$ cat src/rtl/ptune_pkg.sv
package ptune_pkg;
  localparam int DBIT_POS = 7;
  localparam int LOW_W    = 8;

  typedef enum logic [2:0] {
    PH_IDLE,
    PH_CLR,
    PH_ADDR,
    PH_DATA,
    PH_STRH,
    PH_STRL
  } phase_e;
endpackage

$ cat src/rtl/ptune_seq.sv
module ptune_seq
  import ptune_pkg::*;
#(
  parameter int ADDR_W   = 8,
  parameter int MAX_BITS = 8,
  parameter int PHY_W    = 2,
  parameter int CNT_W    = 4
) (
  input  logic              clk,
  input  logic              rst_n,
  input  logic              start,
  input  logic [ADDR_W-1:0] st_addr,
  input  logic [MAX_BITS-1:0] st_data,
  input  logic [CNT_W-1:0]  st_cnt,
  input  logic [PHY_W-1:0]  st_phy,
  input  logic              st_clr,
  output phase_e            phase,
  output logic [ADDR_W-1:0] cur_addr,
  output logic              cur_bit,
  output logic [PHY_W-1:0]  cur_phy,
  output logic              busy,
  output logic              done
);
  logic [ADDR_W-1:0]   addr_q;
  logic [MAX_BITS-1:0] shift_q;
  logic [CNT_W-1:0]    left_q;
  logic [PHY_W-1:0]    phy_q;

  always_ff @(posedge clk) begin
    if (!rst_n) begin
      phase   <= PH_IDLE;
      addr_q  <= '0;
      shift_q <= '0;
      left_q  <= '0;
      phy_q   <= '0;
      done    <= 1'b0;
    end else begin
      done <= 1'b0;
      case (phase)
        PH_IDLE: begin
          if (start) begin
            if (st_cnt == '0) begin
              done <= 1'b1;
            end else begin
              addr_q  <= st_addr;
              shift_q <= st_data;
              left_q  <= st_cnt;
              phy_q   <= st_phy;
              phase   <= st_clr ? PH_CLR : PH_ADDR;
            end
          end
        end
        PH_CLR:  phase <= PH_ADDR;
        PH_ADDR: phase <= PH_DATA;
        PH_DATA: phase <= PH_STRH;
        PH_STRH: phase <= PH_STRL;
        PH_STRL: begin
          if (left_q == CNT_W'(1)) begin
            phase <= PH_IDLE;
            done  <= 1'b1;
          end else begin
            left_q  <= left_q - 1'b1;
            addr_q  <= addr_q + 1'b1;
            shift_q <= shift_q >> 1;
            phase   <= PH_ADDR;
          end
        end
        default: phase <= PH_IDLE;
      endcase
    end
  end

  assign cur_addr = addr_q;
  assign cur_bit  = shift_q[0];
  assign cur_phy  = phy_q;
  assign busy     = (phase != PH_IDLE);
endmodule

$ cat src/rtl/ptune_ctl_reg.sv
module ptune_ctl_reg
  import ptune_pkg::*;
#(
  parameter int ADDR_W  = 8,
  parameter int NUM_PHY = 4,
  parameter int PHY_W   = 2,
  parameter int CTL_W   = 16
) (
  input  logic              clk,
  input  logic              rst_n,
  input  phase_e            phase,
  input  logic [ADDR_W-1:0] cur_addr,
  input  logic              cur_bit,
  input  logic [PHY_W-1:0]  cur_phy,
  output logic [CTL_W-1:0]  ctl_q
);
  logic [CTL_W-1:0] nxt;

  always_comb begin
    nxt = ctl_q;
    case (phase)
      PH_CLR:  nxt = '0;
      PH_ADDR: nxt[CTL_W-1 -: ADDR_W] = cur_addr;
      PH_DATA: begin
        nxt[DBIT_POS] = cur_bit;
        for (int n = 0; n < NUM_PHY; n++)
          if (PHY_W'(n) == cur_phy) nxt[2*n] = 1'b0;
      end
      PH_STRH: begin
        for (int n = 0; n < NUM_PHY; n++)
          if (PHY_W'(n) == cur_phy) nxt[2*n] = 1'b1;
      end
      PH_STRL: begin
        for (int n = 0; n < NUM_PHY; n++)
          if (PHY_W'(n) == cur_phy) nxt[2*n] = 1'b0;
      end
      default: nxt = ctl_q;
    endcase
  end

  always_ff @(posedge clk) begin
    if (!rst_n) ctl_q <= '0;
    else        ctl_q <= nxt;
  end
endmodule

$ cat src/rtl/ptune_target_bank.sv
module ptune_target_bank #(
  parameter int ADDR_W  = 8,
  parameter int NUM_PHY = 4,
  parameter int PHY_W   = 2
) (
  input  logic               clk,
  input  logic               rst_n,
  input  logic [ADDR_W-1:0]  t_addr,
  input  logic               t_bit,
  input  logic [NUM_PHY-1:0] t_strb,
  input  logic [PHY_W-1:0]   rd_phy,
  input  logic [ADDR_W-1:0]  rd_addr,
  output logic               rd_bit
);
  localparam int DEPTH = 1 << ADDR_W;

  logic [NUM_PHY-1:0] rd_bits;

  for (genvar g = 0; g < NUM_PHY; g++) begin : g_phy
    logic [DEPTH-1:0] cells;
    logic             strb_d;

    always_ff @(posedge clk) begin
      if (!rst_n) begin
        cells  <= '0;
        strb_d <= 1'b0;
      end else begin
        strb_d <= t_strb[g];
        if (t_strb[g] && !strb_d) cells[t_addr] <= t_bit;
      end
    end

    assign rd_bits[g] = cells[rd_addr];
  end

  assign rd_bit = rd_bits[rd_phy];
endmodule

$ cat src/rtl/ptune_writer.sv
module ptune_writer
  import ptune_pkg::*;
#(
  parameter int ADDR_W   = 8,
  parameter int MAX_BITS = 8,
  parameter int NUM_PHY  = 4
) (
  input  logic                          clk,
  input  logic                          rst_n,
  input  logic                          req_valid,
  output logic                          req_ready,
  input  logic [ADDR_W-1:0]             req_addr,
  input  logic [MAX_BITS-1:0]           req_data,
  input  logic [$clog2(MAX_BITS+1)-1:0] req_len,
  input  logic [$clog2(NUM_PHY)-1:0]    req_phy,
  input  logic                          cfg_clear_first,
  output logic                          busy,
  output logic                          done,
  output logic [ADDR_W+LOW_W-1:0]       ctl_word,
  input  logic [$clog2(NUM_PHY)-1:0]    rd_phy,
  input  logic [ADDR_W-1:0]             rd_addr,
  output logic                          rd_bit
);
  localparam int CTL_W = ADDR_W + LOW_W;
  localparam int PHY_W = $clog2(NUM_PHY);
  localparam int CNT_W = $clog2(MAX_BITS + 1);

  phase_e             phase;
  logic [ADDR_W-1:0]  cur_addr;
  logic               cur_bit;
  logic [PHY_W-1:0]   cur_phy;
  logic [CNT_W-1:0]   eff_len;
  logic               take;
  logic [NUM_PHY-1:0] strb;

  assign req_ready = !busy;
  assign take      = req_valid && req_ready;
  assign eff_len   = (req_len > CNT_W'(MAX_BITS)) ? CNT_W'(MAX_BITS) : req_len;

  ptune_seq #(
    .ADDR_W(ADDR_W), .MAX_BITS(MAX_BITS), .PHY_W(PHY_W), .CNT_W(CNT_W)
  ) u_seq (
    .clk(clk), .rst_n(rst_n), .start(take),
    .st_addr(req_addr), .st_data(req_data), .st_cnt(eff_len),
    .st_phy(req_phy), .st_clr(cfg_clear_first),
    .phase(phase), .cur_addr(cur_addr), .cur_bit(cur_bit),
    .cur_phy(cur_phy), .busy(busy), .done(done)
  );

  ptune_ctl_reg #(
    .ADDR_W(ADDR_W), .NUM_PHY(NUM_PHY), .PHY_W(PHY_W), .CTL_W(CTL_W)
  ) u_ctl (
    .clk(clk), .rst_n(rst_n), .phase(phase), .cur_addr(cur_addr),
    .cur_bit(cur_bit), .cur_phy(cur_phy), .ctl_q(ctl_word)
  );

  for (genvar g = 0; g < NUM_PHY; g++) begin : g_strb
    assign strb[g] = ctl_word[2*g];
  end

  ptune_target_bank #(
    .ADDR_W(ADDR_W), .NUM_PHY(NUM_PHY), .PHY_W(PHY_W)
  ) u_tgt (
    .clk(clk), .rst_n(rst_n),
    .t_addr(ctl_word[CTL_W-1 -: ADDR_W]), .t_bit(ctl_word[DBIT_POS]),
    .t_strb(strb), .rd_phy(rd_phy), .rd_addr(rd_addr), .rd_bit(rd_bit)
  );
endmodule

$ cat config.mk
export PLATFORM = sky130hd
export DESIGN_NAME = ptune_writer
export DESIGN_NICKNAME = d
export VERILOG_FILES = /design/src/rtl/ptune_pkg.sv /design/src/rtl/ptune_seq.sv /design/src/rtl/ptune_ctl_reg.sv /design/src/rtl/ptune_target_bank.sv /design/src/rtl/ptune_writer.sv
export SDC_FILE = /design/constraint.sdc
export NUM_CORES = 2
export LEC_CHECK = 0
export ABC_AREA = 1
export BUFFER_PORTS_ARGS = -buffer_cell sky130_fd_sc_hd__buf_2
export CAP_MARGIN = 20
export CORE_UTILIZATION = 30
export CTS_CLUSTER_DIAMETER = 150
export DETAILED_ROUTE_END_ITERATION = 8
export PLACE_DENSITY_LB_ADDON = 0.15
export SYNTH_ARGS = -nofsm -noshare
export SYNTH_HDL_FRONTEND = slang
export SYNTH_SLANG_ARGS = --single-unit
$ cat constraint.sdc
create_clock -name clk -period 2.5 [get_ports clk]
set_input_delay 0.125 -clock clk [delete_from_list [all_inputs] [get_ports clk]]
set_output_delay 0.125 -clock clk [all_outputs]
set_load 0.02 [all_outputs]
Yosys cells after proc, flatten, opt, wreduce, memory -nomap -nowiden
Index checks and enable logic that the tools add are counted.
{"block": "word_totals", "rom_bits": 0, "elab_cells": 127, "out_inout_bits": 20, "reg_bits": 1067, "mem_bits_rw": 0, "inputBits": 36, "latchBits": 0, "memories": 0}
{"block": "op_classes", "multipliers": 0, "reduce_logical": 27, "mux": 52, "n_shift": 0, "eq_ne": 20, "add_sub_neg": 2, "bitwise_logic": 1, "order_cmp": 5, "div_mod_pow": 0}
{"cell": "$bwmux 256", "count": 4}
{"cell": "$mux 8", "count": 6}
{"cell": "$pmux 8 s2", "count": 3}
{"cell": "$bmux 1 s8", "count": 4}
{"cell": "$lt 8x9->1 const B", "count": 2}
{"cell": "$pmux 3 s6", "count": 1}
{"cell": "$mux 1", "count": 17}
{"cell": "$mux 4", "count": 4}
{"cell": "$ne 2x1->1 const B", "count": 8}
{"cell": "$reduce_and 3->1", "count": 5}
{"cell": "$pmux 1 s3", "count": 4}
{"cell": "$add 8x1->8 const B", "count": 1}
{"cell": "$demux 1 s8", "count": 1}
{"cell": "$ge 8x1->1 const B", "count": 1}
{"cell": "$pmux 4 s2", "count": 1}
{"cell": "$eq 3x2->1 const B", "count": 2}
{"cell": "$eq 3x3->1 const B", "count": 2}
{"cell": "$logic_and 1x1->1", "count": 6}
{"cell": "$mux 3", "count": 2}
{"cell": "$ne 2x2->1 const B", "count": 3}
{"cell": "$reduce_bool 2->1", "count": 3}
{"cell": "$reduce_bool 3->1", "count": 2}
{"cell": "$logic_not 1->1", "count": 5}
{"cell": "$eq 2x2->1 const A", "count": 2}
{"cell": "16 further kinds", "count": 18}

Longest topological paths before layout
{"block": "logic_depth", "ltp_word": 6, "ltp_mapped": 16, "ltp_nobuf": 13}

By module
A second synthesis with hierarchy kept.
{"block": "hier_totals", "hier_cells": 8515, "hier_area_um2": 53999.3}
{"module": "ptune_target_bank", "n_inst": 1, "area_each_um2": 51826.0, "seq_area_each_um2": 20579.7, "cells_per_inst": 8190}
{"module": "ptune_seq", "n_inst": 1, "area_each_um2": 1492.7, "seq_area_each_um2": 520.5, "cells_per_inst": 227}
{"module": "ptune_ctl_reg", "n_inst": 1, "area_each_um2": 630.6, "seq_area_each_um2": 260.2, "cells_per_inst": 86}
{"module": "ptune_writer", "n_inst": 1, "area_each_um2": 50.0, "seq_area_each_um2": 0.0, "cells_per_inst": 12}

Least setup slack after synthesis
Ideal clock, no wire load.
{"block": "synth_path", "kind": "flip-flop to flip-flop", "startpoint": "register u_seq.phase[2]", "endpoint": "register u_seq.addr_q[2] (netlist: u_seq.cur_addr[2])", "t_required_ns": 2.405, "arrival_time_ns": 1.608, "n_path_buf": 1, "path_slack_ns": 0.797, "stages_incl_launch_ff": 9, "path_cell_list": "dfxtp_1 > nor2_1 > nand2_1 > inv_1 > nand2_1 > nand2_2 > inv_2 > buf_2 > a221oi_1"}
{"block": "synth_via", "elab_chain_cells": 5}
{"element": "start: declaration", "line": "ptune_seq.sv:17", "text": "output phase_e phase,"}
{"element": "start signal: assignment", "line": "ptune_seq.sv:49", "text": "phase <= st_clr ? PH_CLR : PH_ADDR;"}
{"element": "$reduce_bool 3->1", "line": "ptune_seq.sv:76", "text": "assign busy = (phase != PH_IDLE);"}
{"element": "named net busy", "line": "ptune_writer.sv:17", "text": "output logic busy,"}
{"element": "$logic_not 1->1", "line": "ptune_writer.sv:36", "text": "assign req_ready = !busy;"}
{"element": "named net req_ready", "line": "ptune_writer.sv:11", "text": "output logic req_ready,"}
{"element": "$logic_and 1x1->1", "line": "ptune_writer.sv:37", "text": "assign take = req_valid && req_ready;"}
{"element": "$ne 2x2->1 (no line)"}
{"element": "$reduce_and 4->1 (no line)"}
{"element": "end signal: assignment", "line": "ptune_seq.sv:45", "text": "addr_q <= st_addr;"}
{"element": "end signal: assignment", "line": "ptune_seq.sv:63", "text": "addr_q <= addr_q + 1'b1;"}
{"element": "end: declaration", "line": "ptune_seq.sv:24", "text": "logic [ADDR_W-1:0] addr_q;"}
The timed path passes the listed nets, and every way through them passes these cells.
A chain may end at the register's enable or synchronous reset.

Worst setup path after layout
{"block": "layout_path", "startpoint": "register u_tgt.g_phy[3].cells[108]", "endpoint": "output port rd_bit"}
{"block": "layout_via", "elab_chain_cells": 4}
{"element": "start: declaration", "line": "ptune_target_bank.sv:20", "text": "logic [DEPTH-1:0] cells;"}
{"element": "start signal: indexed assignment", "line": "ptune_target_bank.sv:29", "text": "if (t_strb[g] && !strb_d) cells[t_addr] <= t_bit;"}
{"element": "$bmux 1 s8", "line": "ptune_target_bank.sv:33", "text": "assign rd_bits[g] = cells[rd_addr];"}
{"element": "$mux 1 (implied by the code)", "line": "ptune_target_bank.sv:33"}
{"element": "$bmux 1 s2", "line": "ptune_target_bank.sv:36", "text": "assign rd_bit = rd_bits[rd_phy];"}
{"element": "$mux 1 (implied by the code)", "line": "ptune_target_bank.sv:36"}
{"element": "end: declaration", "line": "ptune_writer.sv:22", "text": "output logic rd_bit"}
No other way between the ends. The select of a mux whose other input is x is not followed.

==> run metrics <==
post-synthesis adder-cell area fraction 0.000698; slew margin rel. 0.334; crit path launch type register; full die area 181,000 um^2; P per Cell Area 652 nW/um^2; routed vias 56,800; post-CTS setup buffer count 0; Clock Latency Late Sink 0.78 ns; status complete, but fails checks; Worst Path Max Fanout 2; CTS tree built; min-delay worst type in2reg; initial core utilization 0.304; Fillers 18,800; Ys Warns 0; Total Power 0.0419 W; Setup WS pre-CTS -0.262 ns; share of layout cells above drive strength 1 0.111; syn_area_per_cell 6.37 um^2; Num CTS Buffers 133; Netlist cell types 32; Post-Synth Simple-Gate Area 0.419; final hold violation count 0; ys async rst share 0; Congestion Overflow GR 0; Mapped Area 53,700 um^2; routed length per instance 19.5 um; Max H-tree Level 4; DP Wirelength 130,000 um; Final Slew Violations 0; failing checks negative setup slack; post-synthesis compound-gate area fraction 0.113; critical path cell sequence nand2_1 -> nand3_1 -> nand3_2 -> nand3_2 -> nand3_4 -> nand3_4 -> nand3_2 -> nand2_1 -> nand2_1 -> nand3_1 -> nand3_1 -> nand2_2 -> buf_6; synthesis-to-finish area growth 19.6%; nets 8,339; Area after DPL 58,000 um^2; final setup fails 1; crit path kind reg2out; row cnt 154; global-route wire length before repair 319,000 um; Critical Path Slowest Stage Cell dfxtp_1; vias per inst 5.29; # IOs 56; fin area 64,300 um^2; post-synthesis mux area share 0; Yosys reg bits 1,067; Worst-path clk slew 0.06 ns; EDFF count, synth 0; worst setup margin -0.0809 ns; Final Cycle Share 1.03; post-route ant nets 0; WL final 209,000 um; setup slack, reg-to-reg 0.10 ns; routing usage on met3 0.0285; Die Height 425 um; Slew @ Worst Pin 0.998 ns; met2 usage 0.356; vias in the first global route 51,700; setup TNS -0.0809 ns; GRT busiest layer met2; XOR/XNOR share of the synthesized area 0.000163; Worst VDD drop 549 uV; clk buf depth 3; Initial DRT Pass Iterations 8; largest family of logic cells by synthesized area simple AND/OR/NAND/NOR gates; largest net degree at the start of global routing 146; Port Buffers 52; Core Box Area 177,000 um^2; drc violations 0; WP data arrival 2.46 ns; most frequent cells in the layout nand2_1, nand3_1, a21oi_1; WHS 0.162 ns; initial antenna violation count 8; Starting DRT DRC Count 5,372; Req. time, crit path 2.38 ns; GRT met1 Usage 0.314; Final GP Congestion 0.846; RSZ-0062 raised after global routing yes; Crit. End Element output port; sequential cell area fraction in the yosys report 0.397; cells after synthesis 8,434; Final min period 2.58 ns; Main synth FF type dfxtp_1; MaxCap Viol Count 0; most common cell after layout, fill and taps aside nand2_1; die width 425 um; Leakage 19.6 nW; Final Skew 0.0255 ns; clock tree root buffer cell clkbuf_16; CP peak stage delay 0.34 ns; GRT Total Usage 0.224; CTS Sinks 1,067; Max Clk Rate 387 MHz
[per-stage QoR]
step | util | instances
finish | 0.363 | 10700
global route | 0.363 | 10700
CTS | 0.358 | 10700
detailed placement | 0.328 | 10500
global placement | 0.328 | 10500
floorplan | - | 8436
[final timing paths]
check                            startpoint                         to  cells after the start
hold / removal                  req_addr[5]          u_seq.cur_addr[5]                      4
setup / recovery  u_tgt.g_phy[3].cells[108]                     rd_bit                     13
setup reg to reg             u_ctl.ctl_q[9]  u_tgt.g_phy[1].cells[118]                      7
hold reg to reg   u_tgt.g_phy[2].cells[200]  u_tgt.g_phy[2].cells[200]                      2
[state kept, by name (all words and copies together) (netlist names)]
signal,cells
u_ctl.ctl_q,13
u_seq.cur_addr,8
u_seq.cur_phy,2
u_seq.done,1
u_seq.left_q,4
u_seq.phase,3
u_seq.shift_q,8
u_tgt.g_phy.cells,1024
u_tgt.g_phy.strb_d,4
[layer usage]
layer / vias to the layer above / part of all wire
met5: - / 0.000062
met4: 2 / 0.029
met3: 292 / 0.053
met2: 1580 / 0.45
met1: 27100 / 0.47
li1: 27800 / -
[kinds of logic after synthesis]
group | count (synthesis)
and+or+nand+nor | 5330
AOI/OAI and AO/OA | 1203
DFF | 1067
buffers and inverters | 829
adders and majority gates | 3
xor gates and xnor gates | 1
other | 1
[cell usage after synthesis (4+ instances only)]
master | number | area share
a211oi_1 | 4 | 0.00056
a21oi_1 | 1058 | 0.099
a31oi_1 | 12 | 0.0014
buf_1 | 93 | 0.0065
buf_2 | 160 | 0.015
buf_4 | 41 | 0.0057
buf_6 | 29 | 0.0061
clkbuf_1 | 396 | 0.028
dfxtp_1 | 1067 | 0.40
inv_1 | 103 | 0.0072
inv_2 | 4 | 0.00028
nand2_1 | 3010 | 0.21
nand3_1 | 2012 | 0.19
nor2_1 | 299 | 0.021
o21ai_0 | 107 | 0.010
o21ai_1 | 5 | 0.00047
o22ai_1 | 9 | 0.0010
[worst max-delay path, delay by kind of cell (launching register included)]
family	cells	cell delay, ns
flip-flops	1	0.34
AND/OR/NAND/NOR	12	1.19
buffers and inverters	1	0.14
[timing repair]
item / 4_1_cts / 5_1_grt
gates cloned: 0 / 0
pin swaps: 23 / 61
gates resized for setup: 142 / 211
endpoints found under the hold margin: 63 / 0
hold buffers: 33 / 0
setup endpoints to repair: 1 / 2
[cell type report]
type | count | area (um^2) | share of cell area
clock buffers | 212 | 4020 | 0.0625
well taps | 2340 | 2930 | 0.0455
flip-flops and latches | 1067 | 21400 | 0.334
multi-input cells | 6540 | 30200 | 0.470
clock inverters | 26 | 379 | 0.00590
diodes | 2 | 5.00 | 0.0000779
repair buffers | 448 | 4850 | 0.0755
inverters | 110 | 462 | 0.00718
[where the power goes]
group	internal, W	leakage, nW	total (W)	switching, W
clock	0.0117	2.15	0.0197	0.00797
sequential	0.0171	8.63	0.0172	0.0000693
combinational	0.00135	8.81	0.00500	0.00365
total	0.0302	19.6	0.0419	0.0117
Note: power is estimated with default switching activity, not from simulation.
